**config.mk**
```make
export PLATFORM = sky130hd
export DESIGN_NAME = dma_channel
export DESIGN_NICKNAME = d
export VERILOG_FILES = /design/src/rtl/dma_pkg.sv /design/src/rtl/dma_regs.sv /design/src/rtl/dma_req_ctrl.sv /design/src/rtl/dma_engine.sv /design/src/rtl/dma_channel.sv
export SDC_FILE = /design/constraint.sdc
export NUM_CORES = 1
export LEC_CHECK = 0
export BUFFER_PORTS_ARGS = -buffer_cell sky130_fd_sc_hd__clkbuf_2
export CAP_MARGIN = 20
export CORE_UTILIZATION = 55
export CTS_CLUSTER_DIAMETER = 40
export DETAILED_ROUTE_END_ITERATION = 16
export PLACE_DENSITY = 0.81
export SLEW_MARGIN = 30
export SYNTH_ARGS = -nofsm -noshare
export SYNTH_HDL_FRONTEND = slang
export SYNTH_SLANG_ARGS = --single-unit
```
**constraint.sdc**
```tcl
create_clock -name clk -period 4.1 [get_ports clk]
set_clock_uncertainty 0.1 [all_clocks]
set_input_delay 0.615 -clock clk [delete_from_list [all_inputs] [get_ports clk]]
set_output_delay 0.615 -clock clk [all_outputs]
set_load 0.05 [all_outputs]
```
**src/rtl/dma_pkg.sv**
```systemverilog
`timescale 1ns/1ps
// Shared definitions for the DMA channel: register offsets, control-word
// bit positions, engine state encoding and the latched channel settings.
package dma_pkg;
    localparam int REG_W = 32;

    localparam logic [1:0] REG_SRC  = 2'd0;
    localparam logic [1:0] REG_DST  = 2'd1;
    localparam logic [1:0] REG_CNT  = 2'd2;
    localparam logic [1:0] REG_CTRL = 2'd3;

    localparam int B_EN    = 0;
    localparam int B_DONE  = 1;
    localparam int B_IE    = 2;
    localparam int B_SZ    = 3;
    localparam int B_SSTEP = 5;
    localparam int B_DSTEP = 7;
    localparam int B_AUTO  = 9;
    localparam int B_BURST = 10;

    typedef enum logic [1:0] {ST_IDLE, ST_REQ, ST_RD, ST_WR} eng_state_t;

    typedef struct packed {
        logic       burst;
        logic       auto_mode;
        logic [1:0] dst_step;
        logic [1:0] src_step;
        logic [1:0] size;
        logic       irq_en;
    } chan_cfg_t;

    // Effective size code: code 3 is treated as a 4-byte unit.
    function automatic logic [1:0] unit_size(input logic [1:0] sz);
        return (sz == 2'd3) ? 2'd2 : sz;
    endfunction
endpackage

```
**src/rtl/dma_regs.sv**
```systemverilog
`timescale 1ns/1ps
// Channel register file. Holds source and destination addresses, the unit
// count and the control word. Applies address steps and the count decrement
// on each completed unit. Assumes step_i and finish_i only arrive while the
// channel is enabled, so they never collide with a software write.
module dma_regs
    import dma_pkg::*;
#(
    parameter int AW = 32,
    parameter int CW = 16
) (
    input  logic             clk,
    input  logic             rst_n,
    input  logic             cfg_wr,
    input  logic [1:0]       cfg_addr,
    input  logic [REG_W-1:0] cfg_wdata,
    output logic [REG_W-1:0] cfg_rdata,
    input  logic             step_i,
    input  logic             finish_i,
    output logic [AW-1:0]    sa_o,
    output logic [AW-1:0]    da_o,
    output logic [CW-1:0]    cnt_o,
    output chan_cfg_t        cfg_o,
    output logic             en_o,
    output logic             done_o
);
    logic [AW-1:0] sa_q, da_q;
    logic [CW-1:0] cnt_q;
    chan_cfg_t     cfg_q;
    logic          en_q, done_q;
    logic          prog_ok;

    // Address after one unit for a given step code and size code.
    function automatic logic [AW-1:0] next_addr(input logic [AW-1:0] a,
                                                 input logic [1:0] mode,
                                                 input logic [1:0] sz);
        logic [AW-1:0] stride;
        stride = AW'(1) << unit_size(sz);
        case (mode)
            2'd1:    return a + stride;
            2'd2:    return a - stride;
            default: return a;
        endcase
    endfunction

    assign prog_ok = cfg_wr && !en_q;

    // Source address: loaded by software while idle, stepped per unit.
    always_ff @(posedge clk) begin
        if (!rst_n)                                sa_q <= '0;
        else if (step_i)                           sa_q <= next_addr(sa_q, cfg_q.src_step, cfg_q.size);
        else if (prog_ok && cfg_addr == REG_SRC)   sa_q <= cfg_wdata[AW-1:0];
    end

    // Destination address: loaded by software while idle, stepped per unit.
    always_ff @(posedge clk) begin
        if (!rst_n)                                da_q <= '0;
        else if (step_i)                           da_q <= next_addr(da_q, cfg_q.dst_step, cfg_q.size);
        else if (prog_ok && cfg_addr == REG_DST)   da_q <= cfg_wdata[AW-1:0];
    end

    // Unit count: loaded while idle, decremented per completed unit.
    always_ff @(posedge clk) begin
        if (!rst_n)                                cnt_q <= '0;
        else if (step_i)                           cnt_q <= cnt_q - CW'(1);
        else if (prog_ok && cfg_addr == REG_CNT)   cnt_q <= cfg_wdata[CW-1:0];
    end

    // Control fields and enable: programmed while idle, enable cleared at end.
    always_ff @(posedge clk) begin
        if (!rst_n) begin
            cfg_q <= '0;
            en_q  <= 1'b0;
        end else begin
            if (prog_ok && cfg_addr == REG_CTRL) begin
                cfg_q.irq_en    <= cfg_wdata[B_IE];
                cfg_q.size      <= cfg_wdata[B_SZ +: 2];
                cfg_q.src_step  <= cfg_wdata[B_SSTEP +: 2];
                cfg_q.dst_step  <= cfg_wdata[B_DSTEP +: 2];
                cfg_q.auto_mode <= cfg_wdata[B_AUTO];
                cfg_q.burst     <= cfg_wdata[B_BURST];
                en_q            <= cfg_wdata[B_EN];
            end
            if (finish_i) en_q <= 1'b0;
        end
    end

    // Sticky done flag: set at completion, cleared by writing 1.
    always_ff @(posedge clk) begin
        if (!rst_n)                                                  done_q <= 1'b0;
        else if (finish_i)                                           done_q <= 1'b1;
        else if (cfg_wr && cfg_addr == REG_CTRL && cfg_wdata[B_DONE]) done_q <= 1'b0;
    end

    // Read mux for the selected register.
    always_comb begin
        cfg_rdata = '0;
        case (cfg_addr)
            REG_SRC: cfg_rdata[AW-1:0] = sa_q;
            REG_DST: cfg_rdata[AW-1:0] = da_q;
            REG_CNT: cfg_rdata[CW-1:0] = cnt_q;
            default: begin
                cfg_rdata[B_EN]         = en_q;
                cfg_rdata[B_DONE]       = done_q;
                cfg_rdata[B_IE]         = cfg_q.irq_en;
                cfg_rdata[B_SZ +: 2]    = cfg_q.size;
                cfg_rdata[B_SSTEP +: 2] = cfg_q.src_step;
                cfg_rdata[B_DSTEP +: 2] = cfg_q.dst_step;
                cfg_rdata[B_AUTO]       = cfg_q.auto_mode;
                cfg_rdata[B_BURST]      = cfg_q.burst;
            end
        endcase
    end

    assign sa_o   = sa_q;
    assign da_o   = da_q;
    assign cnt_o  = cnt_q;
    assign cfg_o  = cfg_q;
    assign en_o   = en_q;
    assign done_o = done_q;
endmodule

```
**src/rtl/dma_req_ctrl.sv**
```systemverilog
`timescale 1ns/1ps
// External request tracker. Detects rising edges of a synchronous request
// line and keeps a saturating count of units still owed. Assumes dreq is
// already synchronous to clk. The count is flushed while the channel is not
// armed for request mode.
module dma_req_ctrl #(
    parameter int PW = 2
) (
    input  logic clk,
    input  logic rst_n,
    input  logic dreq,
    input  logic arm,
    input  logic take,
    output logic pend_nz
);
    localparam logic [PW-1:0] PEND_MAX = {PW{1'b1}};

    logic          dreq_q;
    logic [PW-1:0] pend_q;
    logic          rise, inc;

    assign rise = dreq && !dreq_q;
    assign inc  = rise && (pend_q != PEND_MAX || take);

    // Previous request level for edge detection.
    always_ff @(posedge clk) begin
        if (!rst_n) dreq_q <= 1'b0;
        else        dreq_q <= dreq;
    end

    // Pending-unit counter: up on an edge, down when a unit is started.
    always_ff @(posedge clk) begin
        if (!rst_n || !arm) pend_q <= '0;
        else begin
            case ({inc, take})
                2'b10:   pend_q <= pend_q + PW'(1);
                2'b01:   pend_q <= pend_q - PW'(1);
                default: pend_q <= pend_q;
            endcase
        end
    end

    assign pend_nz = (pend_q != '0);
endmodule

```
**src/rtl/dma_engine.sv**
```systemverilog
`timescale 1ns/1ps
// Transfer sequencer. Requests the bus, then runs one read and one write
// per unit. In auto burst mode it goes straight to the next read; otherwise
// it drops the request after each write. Assumes the arbiter keeps bus_gnt
// high for as long as bus_req stays high once granted.
module dma_engine
    import dma_pkg::*;
#(
    parameter int DW = 32
) (
    input  logic          clk,
    input  logic          rst_n,
    input  logic          en,
    input  logic          auto_mode,
    input  logic          burst,
    input  logic          cnt_zero,
    input  logic          cnt_one,
    input  logic          pend_nz,
    output logic          take,
    output logic          bus_req,
    input  logic          bus_gnt,
    output logic          mem_valid,
    output logic          mem_we,
    output logic          sel_dst,
    input  logic          mem_ready,
    input  logic [DW-1:0] mem_rdata,
    output logic [DW-1:0] mem_wdata,
    output logic          step,
    output logic          finish
);
    eng_state_t    state_q, state_d;
    logic [DW-1:0] data_q;
    logic          hold_bus;

    assign hold_bus = auto_mode && burst;

    // Next state and per-state outputs.
    always_comb begin
        state_d   = state_q;
        take      = 1'b0;
        bus_req   = 1'b0;
        mem_valid = 1'b0;
        mem_we    = 1'b0;
        sel_dst   = 1'b0;
        step      = 1'b0;
        finish    = 1'b0;
        case (state_q)
            ST_IDLE: begin
                if (en) begin
                    if (cnt_zero)                    finish  = 1'b1;
                    else if (auto_mode || pend_nz)   state_d = ST_REQ;
                end
            end
            ST_REQ: begin
                bus_req = 1'b1;
                if (bus_gnt) begin
                    state_d = ST_RD;
                    take    = !auto_mode;
                end
            end
            ST_RD: begin
                bus_req   = 1'b1;
                mem_valid = 1'b1;
                if (mem_ready) state_d = ST_WR;
            end
            default: begin
                bus_req   = 1'b1;
                mem_valid = 1'b1;
                mem_we    = 1'b1;
                sel_dst   = 1'b1;
                if (mem_ready) begin
                    step = 1'b1;
                    if (cnt_one) begin
                        finish  = 1'b1;
                        state_d = ST_IDLE;
                    end else begin
                        state_d = hold_bus ? ST_RD : ST_IDLE;
                    end
                end
            end
        endcase
    end

    // State register.
    always_ff @(posedge clk) begin
        if (!rst_n) state_q <= ST_IDLE;
        else        state_q <= state_d;
    end

    // Holding register for the unit read from the source.
    always_ff @(posedge clk) begin
        if (!rst_n)                            data_q <= '0;
        else if (state_q == ST_RD && mem_ready) data_q <= mem_rdata;
    end

    assign mem_wdata = data_q;
endmodule

```
**src/rtl/dma_channel.sv**
```systemverilog
`timescale 1ns/1ps
// Top of the single-channel DMA. Ties the register file, the request
// tracker and the sequencer together and steers the memory address.
// Assumes AW and CW are at most 32, the register data width.
module dma_channel
    import dma_pkg::*;
#(
    parameter int AW = 32,
    parameter int DW = 32,
    parameter int CW = 16,
    parameter int PW = 2
) (
    input  logic          clk,
    input  logic          rst_n,
    input  logic          cfg_wr,
    input  logic [1:0]    cfg_addr,
    input  logic [31:0]   cfg_wdata,
    output logic [31:0]   cfg_rdata,
    input  logic          dreq,
    output logic          bus_req,
    input  logic          bus_gnt,
    output logic          mem_valid,
    output logic          mem_we,
    output logic [AW-1:0] mem_addr,
    output logic [1:0]    mem_size,
    output logic [DW-1:0] mem_wdata,
    input  logic [DW-1:0] mem_rdata,
    input  logic          mem_ready,
    output logic          irq
);
    logic [AW-1:0] sa, da;
    logic [CW-1:0] cnt;
    chan_cfg_t     cfg;
    logic          chan_en, done_flag;
    logic          run_auto, run_burst;
    logic          step, finish, take, pend_nz, sel_dst;

    assign run_auto  = cfg.auto_mode;
    assign run_burst = cfg.burst;

    dma_regs #(.AW(AW), .CW(CW)) u_regs (
        .clk      (clk),
        .rst_n    (rst_n),
        .cfg_wr   (cfg_wr),
        .cfg_addr (cfg_addr),
        .cfg_wdata(cfg_wdata),
        .cfg_rdata(cfg_rdata),
        .step_i   (step),
        .finish_i (finish),
        .sa_o     (sa),
        .da_o     (da),
        .cnt_o    (cnt),
        .cfg_o    (cfg),
        .en_o     (chan_en),
        .done_o   (done_flag)
    );

    dma_req_ctrl #(.PW(PW)) u_req (
        .clk    (clk),
        .rst_n  (rst_n),
        .dreq   (dreq),
        .arm    (chan_en && !run_auto),
        .take   (take),
        .pend_nz(pend_nz)
    );

    dma_engine #(.DW(DW)) u_eng (
        .clk      (clk),
        .rst_n    (rst_n),
        .en       (chan_en),
        .auto_mode(run_auto),
        .burst    (run_burst),
        .cnt_zero (cnt == '0),
        .cnt_one  (cnt == CW'(1)),
        .pend_nz  (pend_nz),
        .take     (take),
        .bus_req  (bus_req),
        .bus_gnt  (bus_gnt),
        .mem_valid(mem_valid),
        .mem_we   (mem_we),
        .sel_dst  (sel_dst),
        .mem_ready(mem_ready),
        .mem_rdata(mem_rdata),
        .mem_wdata(mem_wdata),
        .step     (step),
        .finish   (finish)
    );

    assign mem_addr = sel_dst ? da : sa;
    assign mem_size = unit_size(cfg.size);
    assign irq      = done_flag && cfg.irq_en;
endmodule

```
==> reports/qor.yml, run 1 <==
rr_startpoint: "u_regs.cfg_o[3]"
tns_ps: 0
setup_viol: 0
min_period_over_period_pct: 85.4
ys_ff_latch: 128
fp-row-count: 49
syn_area_per_cell_sq_um: 7.61
grt_max_degree: 85
period_needed_ps: 3500
hold_end: "u_req.dreq_q"
core_area_sq_um: 18000
grt_usage_pct: 34.8
async_flop_share_pct: 0
met1Wirelength_mm: 13.5
num-nets-final: 1615
start_util_pct: 56.4
reg2reg_slack_ps: 600
worst_pin_slew_ps: 826
place_area_sq_um: 11200
wl_mm: 33.5
required_ps: 4310
end_kind: "flop"
yosys_most_used_dff: "dfxtp_1"
fmax_mhz: 286
clk_pin_slew_ps: 60
io_pins: 174
drt-initial-drc-count: 961
wl_met2_mm: 15.6
gp_congestion: 0.986
r2r_end: "u_regs.sa_o[26]"
cts_root_buf: "clkbuf_16"
final.fill_count: 1609
status: "finished clean"
post-route-drc-count: 0
fin_ws_ps: 600
die_width_um: 138
finalPower_mw: 3.95
grt_pass1_wl_mm: 51.2
design_area_sq_um: 11800
route.met3.wl_mm: 2.56
firstDrtPassIters: 6
dp_slack_ps: 671
dr_total_vias: 11000
p_per_area_nw_per_um2: 334
layout-drive-gt1-share_pct: 19.4
dieArea_sq_um: 19000
post_cts_buffers: 0
synthesis.nets: 1482
insertion_delay_ps: 430
synth_edf_count: 0
area_growth_pct: 16.3
highest-signal-layer: "met4"
ant_nets: 0
r2r_cells: 12
diodes: 0
min_path_cells: 2
portBuffers: 173
crit_arrival_ps: 3710
hpwl_mm: 24.7
antenna_found_initial: 0
rsz0062_at_grt: "no"
die_h_um: 138
ys_warn_count: 0
wl_per_cell_um: 19.6
cts_made_buffers: 17
holdBufCountCts: 0
ys_seq_area_share_pct: 25.2
syn_area_sq_um: 10200
ys_types: 74
via_per_inst: 6.42
ctsHtreeMaxLevel: 4
final_util_pct: 65.6
critical_path.max_fanout: 19
drv_slew: 0
clockBufferDepth: 2
grt_overflow: 0
cts-resized-gates: 0
peakVddDrop_v: 0.000336
p_leak_nw: 5.16
startpoint_type: "flop"
numClockSinks: 128
hold_violations: 0
syn_inst: 1336
relSlewSlack_pct: 44.9
first_global_vias: 9895
crit_type: "flop to flop"
min-delay-start: "dreq"
cts_tree: "done"
maxCapViolCount: 0
hold_path.class: "input port to flop"
-- cell type report --
type	count	area (sq um)	area share, %
clock buffer	17	425	3.60
clock inverter	15	208	1.76
timing repair buffer	193	1030	8.72
inverter	27	101	0.857
sequential	128	2560	21.7
multi-input combinational	1102	7210	61.0
tap	229	287	2.42
-- report_power, final --
group	switching [mW]	internal [mW]	leakage, nW
combinational	0.617	0.281	3.83
clock	0.645	1.02	0.296
sequential	0.0739	1.31	1.04
-- metal layers --
layer / vias up / global-route usage, %
li1: 5172 / -
met5: - / 0
met3: 124 / 5.37
met4: 0 / 20.3
met2: 585 / 55.6
met1: 5101 / 44.2
-- state kept, by name (all words and copies together), names as in the netlist --
name and cells:
u_regs.cfg_o 9, u_regs.sa_o 32, u_regs.done_o 1, u_req.pend_q 2
u_regs.da_o 32, u_req.dreq_q 1, u_eng.mem_wdata 32, u_regs.en_o 1
u_regs.cnt_o 16, u_eng.state_q 2
-- through the flow --
stage	cells	hold slack, ps
after floorplan	1336	349
after global placement	1679	350
after detailed placement	1679	358
after CTS	1711	308
after global routing	1711	306
final	1711	308
-- worst max-delay path, cell delays in order (launching register included) --
cell       delay (ps)
dfxtp_1           320
inv_1              80
ha_1              410
buf_4             340
ha_1              340
a21oi_1           320
o211ai_1          150
nor3_1            210
a2111oi_0         160
buf_4             160
nor3_1            450
mux2i_1           250
a21oi_1            80
-- cell families (layout without fill, tap and decap cells) --
kind of cell	Yosys count	in the layout	share of synthesized area [%]
multiplexers	71	71	8.74
buffers and inverters	106	252	3.99
AND/OR/NAND/NOR	495	495	22.1
AO/OA/AOI/OAI	421	421	27.2
XOR/XNOR	41	41	3.53
flip-flops	128	128	25.2
adder cells (fa/ha/maj)	74	74	9.25
-- worst max path at each step --
stage	start	end	slack, ps	depth (start not counted)
4_1_cts	u_regs.cfg_o[3]	u_regs.sa_o[26]	640	12
3_3_place_gp	u_regs.cfg_o[3]	u_regs.sa_o[26]	790	12
2_1_floorplan	cfg_addr[0]	cfg_rdata[12]	850	4
3_5_place_dp	u_regs.cfg_o[3]	u_regs.sa_o[26]	670	12
6_report	u_regs.cfg_o[3]	u_regs.sa_o[26]	600	12
5_1_grt	u_regs.cfg_o[3]	u_regs.sa_o[26]	300	12
-- synthesized netlist by cell type, types with 7 or more instances --
master      n  area (sq um)
a21o_1     13          97.6
a211oi_1   17           128
mux4_2     11           248
nand2_1   242           908
nand4_1    15          93.8
and3_1     13          81.3
nand3_1    30           150
ha_1       72           901
o21a_1     11          82.6
a31oi_1    26           163
clkbuf_1   66           248
nor3_1     22           110
o211ai_1   29           218
mux2_2     32           360
o21ai_0   102           510
mux2i_1    28           280
buf_1       7          26.3
xnor2_1    20           175
and2_1     11          68.8
a21oi_1    95           475
nand2b_1    7          43.8
xor2_1     21           184
o21bai_1    8          60.1
inv_1      27           101
nor2b_1    17           106
nor2_1     91           342
a221oi_1    9          78.8
dfxtp_1   128          2560
a21boi_0   48           360
o31ai_1     7          52.6
o211a_1     7          70.1
or3_1      18           113
nor4_1      9          56.3
-- placed cells by master, fill, tap and decap left out, drive strengths merged, types with 26 or more instances in the layout --
cell type / count
a21boi: 48
inv: 30
o211ai: 29
mux2: 32
dfxtp: 128
clkbuf: 189
nand2: 242
nor2: 91
o21ai: 103
a21oi: 95
mux2i: 28
ha: 72
a31oi: 26
nand3: 30
Power figures use the tool's default switching activity.
==> run 2: changes to the inputs <==
--- a/config.mk
+++ b/config.mk
@@ -7,9 +7,11 @@
 export LEC_CHECK = 0
 export BUFFER_PORTS_ARGS = -buffer_cell sky130_fd_sc_hd__clkbuf_2
 export CAP_MARGIN = 20
+export CORE_MARGIN = 10
 export CORE_UTILIZATION = 55
 export CTS_CLUSTER_DIAMETER = 40
 export DETAILED_ROUTE_END_ITERATION = 16
+export HOLD_SLACK_MARGIN = 0.15
 export PLACE_DENSITY = 0.81
 export SLEW_MARGIN = 30
 export SYNTH_ARGS = -nofsm -noshare
==> run 2 against run 1 <==
Compared with the run above: critical path depth shrank 1; setup slack better by 18 ps; sequential cell count did not move.
==> reports/qor.yml, run 2 (same netlist as run 1, synthesis figures left out) <==
clockBufferDepth: 2
post_cts_buffers: 0
gp_congestion: 0.954
crit_type: "flop to flop"
dr_total_vias: 10900
hpwl_mm: 26.2
required_ps: 4290
fp-row-count: 49
peakVddDrop_v: 0.000306
wl_per_cell_um: 20.4
layout_commonest_cell: "nand2_1"
die_h_um: 156
design_area_sq_um: 11800
ant_nets: 0
rsz0062_at_grt: "no"
min_period_over_period_pct: 84.9
final_cell_count_no_fill: 1713
dpl.cell_count: 1681
ctsHtreeMaxLevel: 4
cts_tree: "done"
antenna_found_initial: 0
cts-resized-gates: 0
fmax_mhz: 287
setup_viol: 0
num-nets-final: 1617
wl_mm: 34.9
multiInputGateArea_sq_um: 7210
post-route-drc-count: 0
tns_ps: 0
period_needed_ps: 3480
startpoint_type: "flop"
holdBufCountCts: 0
diodes: 0
hold_path.class: "input port to flop"
p_leak_nw: 5.18
first_global_vias: 10500
numClockSinks: 128
clk_pin_slew_ps: 60
place_area_sq_um: 11200
drt-initial-drc-count: 1067
end_kind: "flop"
grt_max_degree: 56
critical_path.max_fanout: 19
grt_overflow: 0
grt_pass1_wl_mm: 55.7
die_width_um: 156
start_util_pct: 56.2
hold_violations: 0
io_pins: 174
p_per_area_nw_per_um2: 335
regArea_sq_um: 2560
core_area_sq_um: 18100
drv_slew: 0
portBuffers: 173
worst_pin_slew_ps: 879
area_growth_pct: 16.4
via_per_inst: 6.34
crit_arrival_ps: 3680
final.fill_count: 1575
relSlewSlack_pct: 41.3
insertion_delay_ps: 430
grt_usage_pct: 28.0
firstDrtPassIters: 5
cts_made_buffers: 17
final_cell_mix: "nand2_1, clkbuf_2, dfxtp_1"
cts_root_buf: "clkbuf_16"
layout-drive-gt1-share_pct: 19.4
status: "finished clean"
fin_hold_ws_ps: 310
dieArea_sq_um: 24300
maxCapViolCount: 0
run 2: per-stage QoR:
stage,power [mW],util (%),worst slack [ps]
final,3.96,65.4,618
after global routing,4.10,65.4,290
after CTS,3.95,65.4,489
after detailed placement,2.30,61.9,531
after global placement,2.28,61.9,658
after floorplan,2.04,-,852
run 2: power breakdown:
group          internal [mW]  leakage [nW]  switching (mW)
clock network           1.05         0.303           0.620
logic                  0.281          3.83           0.622
registers               1.31          1.04          0.0757
run 2: worst max-delay path: stages (launching register included):
cell	delay (ps)
dfxtp_1	340
inv_1	70
ha_1	350
buf_4	290
ha_1	410
nand2_1	140
nor2_1	120
o21ai_0	110
a2111oi_1	810
nor3_1	240
a32oi_1	250
o21ai_0	100
run 2: metal layers:
| metal | GRT usage, % | vias to the layer above | wire length [um] |
|---|---|---|---|
| met5 | 0 | - | 0 |
| met4 | 14.1 | 0 | 1600 |
| met3 | 5.05 | 102 | 2940 |
| met2 | 46.7 | 529 | 16500 |
| met1 | 34.0 | 5069 | 13800 |
| li1 | - | 5167 | - |
run 2: final timing paths:
kind	start	endpoint	slack, ps	cells after the start
worst min register to register	u_eng.mem_wdata[21]	u_eng.mem_wdata[21]	360	2
worst max register to register	u_regs.cfg_o[3]	u_regs.sa_o[30]	620	11
worst max-delay path	u_regs.cfg_o[3]	u_regs.sa_o[30]	620	11
worst min-delay path	dreq	u_req.dreq_q	310	2
run 2: cell type report:
| cell class | count | share of cell area, % |
|---|---|---|
| timing repair buffer | 195 | 8.73 |
| multi-input combinational | 1102 | 60.9 |
| inverter | 27 | 0.856 |
| tap | 229 | 2.42 |
| clock inverter | 12 | 1.54 |
| clock buffer | 20 | 3.86 |
| sequential | 128 | 21.6 |
==> run 3: changes to the inputs <==
--- a/config.mk
+++ b/config.mk
@@ -8,7 +8,7 @@
 export BUFFER_PORTS_ARGS = -buffer_cell sky130_fd_sc_hd__clkbuf_2
 export CAP_MARGIN = 20
 export CORE_MARGIN = 10
-export CORE_UTILIZATION = 55
+export CORE_UTILIZATION = 52
 export CTS_CLUSTER_DIAMETER = 40
 export DETAILED_ROUTE_END_ITERATION = 16
 export HOLD_SLACK_MARGIN = 0.15
==> constraint.sdc (replaced) <==
create_clock -name clk -period 2.9 [get_ports clk]
set_clock_uncertainty 0.1 [all_clocks]
set_input_delay 0.435 -clock clk [delete_from_list [all_inputs] [get_ports clk]]
set_output_delay 0.435 -clock clk [all_outputs]
set_load 0.05 [all_outputs]
==> run 3 against run 2 <==
Compared with the run above: clock power rose by 50%; largest cell class unchanged; setup slack got worse by 700 ps; sequential share of layout area fell by 3.8 points; the flow now finishes with violations (negative setup slack); sequential cell count did not move; critical path depth rose by 3; clock-buffer cell count fell by 2; combinational power rose by 73%; largest power group unchanged; global-route usage rose by 1.4 points; hold slack got worse by 160 ps; core utilization rose by 8.8 points.
==> reports/qor.yml, run 3 (same netlist as run 1, synthesis figures left out) <==
status: "finished, violations left"
violations: "negative setup slack"
fmax_mhz: 335
hpwl_mm: 28.3
maxCapViolCount: 0
wl_mm: 41.0
crit_type: "flop to flop"
cts_made_buffers: 17
grt_pass1_wl_mm: 61.5
gp_congestion: 0.949
power.internal_mw: 4.07
numClockSinks: 128
setup_viol: 5
reg2reg_slack_ps: -80
core_area_sq_um: 19300
rr_startpoint: "u_regs.cfg_o[5]"
clk_pin_slew_ps: 60
slowest_stage: "fa_2"
layout_commonest_cell: "nand2_1"
area_growth_pct: 41.2
p_leak_nw: 6.19
dr_total_vias: 12000
dieArea_sq_um: 25600
swShare_pct: 32.4
final.fill_count: 1440
insertion_delay_ps: 430
cts_root_buf: "clkbuf_16"
min_period_over_period_pct: 103
antenna_found_initial: 1
die_h_um: 160
wl_per_cell_um: 21.1
grt_overflow: 0
peakVddDrop_v: 0.000376
r2r_end: "u_regs.da_o[28]"
die_width_um: 160
endpoint: "u_regs.da_o[28]"
crit_chain: "inv_2, ha_4, a21o_1, fa_2, a21o_4, a311oi_4, or4_4, buf_6, o211ai_1, buf_4, buf_6, a211oi_2, xor2_1, o21ai_1"
num-nets-final: 1808
first_global_vias: 11700
cp_top_family: "compound AO/OA/AOI/OAI gates"
relSlewSlack_pct: 58.6
end_kind: "flop"
hold_path.class: "input port to flop"
finalPower_mw: 6.02
layout-drive-gt1-share_pct: 33.4
portBuffers: 173
critical_path.max_fanout: 3
period_needed_ps: 2980
rsz0062_at_grt: "yes"
start_util_pct: 52.6
firstDrtPassIters: 7
clockBufferDepth: 2
ctsHtreeMaxLevel: 4
switching_power_mw: 1.95
r2r_cells: 14
fin_ws_ps: -82.3
clkPwrFrac_pct: 41.4
worst_pin_slew_ps: 620
final_cell_mix: "nand2_1, clkbuf_2, buf_4"
ant_nets: 0
drv_slew: 0
max_stage_delay_ps: 350
drt-initial-drc-count: 1161
worstSetupStartpoint: "u_regs.cfg_o[5]"
post-route-drc-count: 0
path_depth: 14
pwr-share-seq_pct: 32.7
path_common_cell: "buf_6"
dp_slack_ps: -180
grt_usage_pct: 29.4
combPwrFrac_pct: 25.8
grt_max_degree: 130
startpoint_type: "flop"
fp-row-count: 51
via_per_inst: 6.20
cp_num_buf_inv: 4
required_ps: 3110
final_util_pct: 74.2
io_pins: 174
crit_arrival_ps: 3190
p_per_area_nw_per_um2: 419
hold_violations: 0
cts_tree: "done"
==> run 3: timing repair <==
action | 4_1_cts | 5_1_grt
endpoints found under the setup margin | 23 | 37
resized for setup | 51 | 113
setup buffers | 11 | 18
hold endpoints to repair | 30 | 0
hold buffers | 30 | 0
pin swaps | 27 | 66
==> run 3: layout make-up <==
cell class	count	area [sq um]	area share, %
multi-input combinational	1102	8010	55.8
timing repair buffer	386	2670	18.6
sequential	128	2570	17.9
clock buffer	18	439	3.06
tap	265	332	2.31
clock inverter	14	238	1.66
inverter	27	101	0.706
antenna	1	2.50	0.0174
==> run 3: metrics by stage <==
stage	instances	TNS, ps	cell area [sq um]	hold WS (ps)
floorplan	1336	0	10200	349
global placement	1852	-355	12300	350
detailed placement	1852	-1540	12300	357
CTS	1925	-357	13700	150
global route	1941	-1300	14400	179
finish	1941	-266	14400	154
==> run 3: routing by layer <==
metal,up-vias,wire length [um],GRT usage (%)
met1,5592,15300,33.4
met2,688,19800,49.5
met4,0,2870,19.1
li1,5552,-,-
met3,196,3010,5.60
met5,-,0,0
==> run 3: tightest hold or removal path, cell delays in order <==
cell      delay (ps)
clkbuf_2          80
nand2_1           50
a21boi_0          60
==> run 3: power by group through the flow <==
stage / registers (mW) / clock network, mW / logic, mW
after floorplan: 2.04 / 0 / 0.851
after global placement: 1.99 / 0 / 1.36
after detailed placement: 1.99 / 0 / 1.39
after CTS: 1.96 / 2.50 / 1.46
after global routing: 1.98 / 2.59 / 1.66
final: 1.97 / 2.50 / 1.56
==> run 3: worst min path at each step <==
| stage | start | to | slack [ps] | cells past startpoint |
|---|---|---|---|---|
| after floorplan | u_regs.cfg_o[0] | u_regs.cfg_o[0] | 350 | 2 |
| after global placement | u_eng.mem_wdata[23] | u_eng.mem_wdata[23] | 350 | 2 |
| after detailed placement | u_eng.mem_wdata[20] | u_eng.mem_wdata[20] | 360 | 2 |
| after CTS | mem_rdata[5] | u_eng.mem_wdata[5] | 150 | 3 |
| after global routing | mem_rdata[5] | u_eng.mem_wdata[5] | 180 | 3 |
| final | mem_rdata[18] | u_eng.mem_wdata[18] | 150 | 3 |
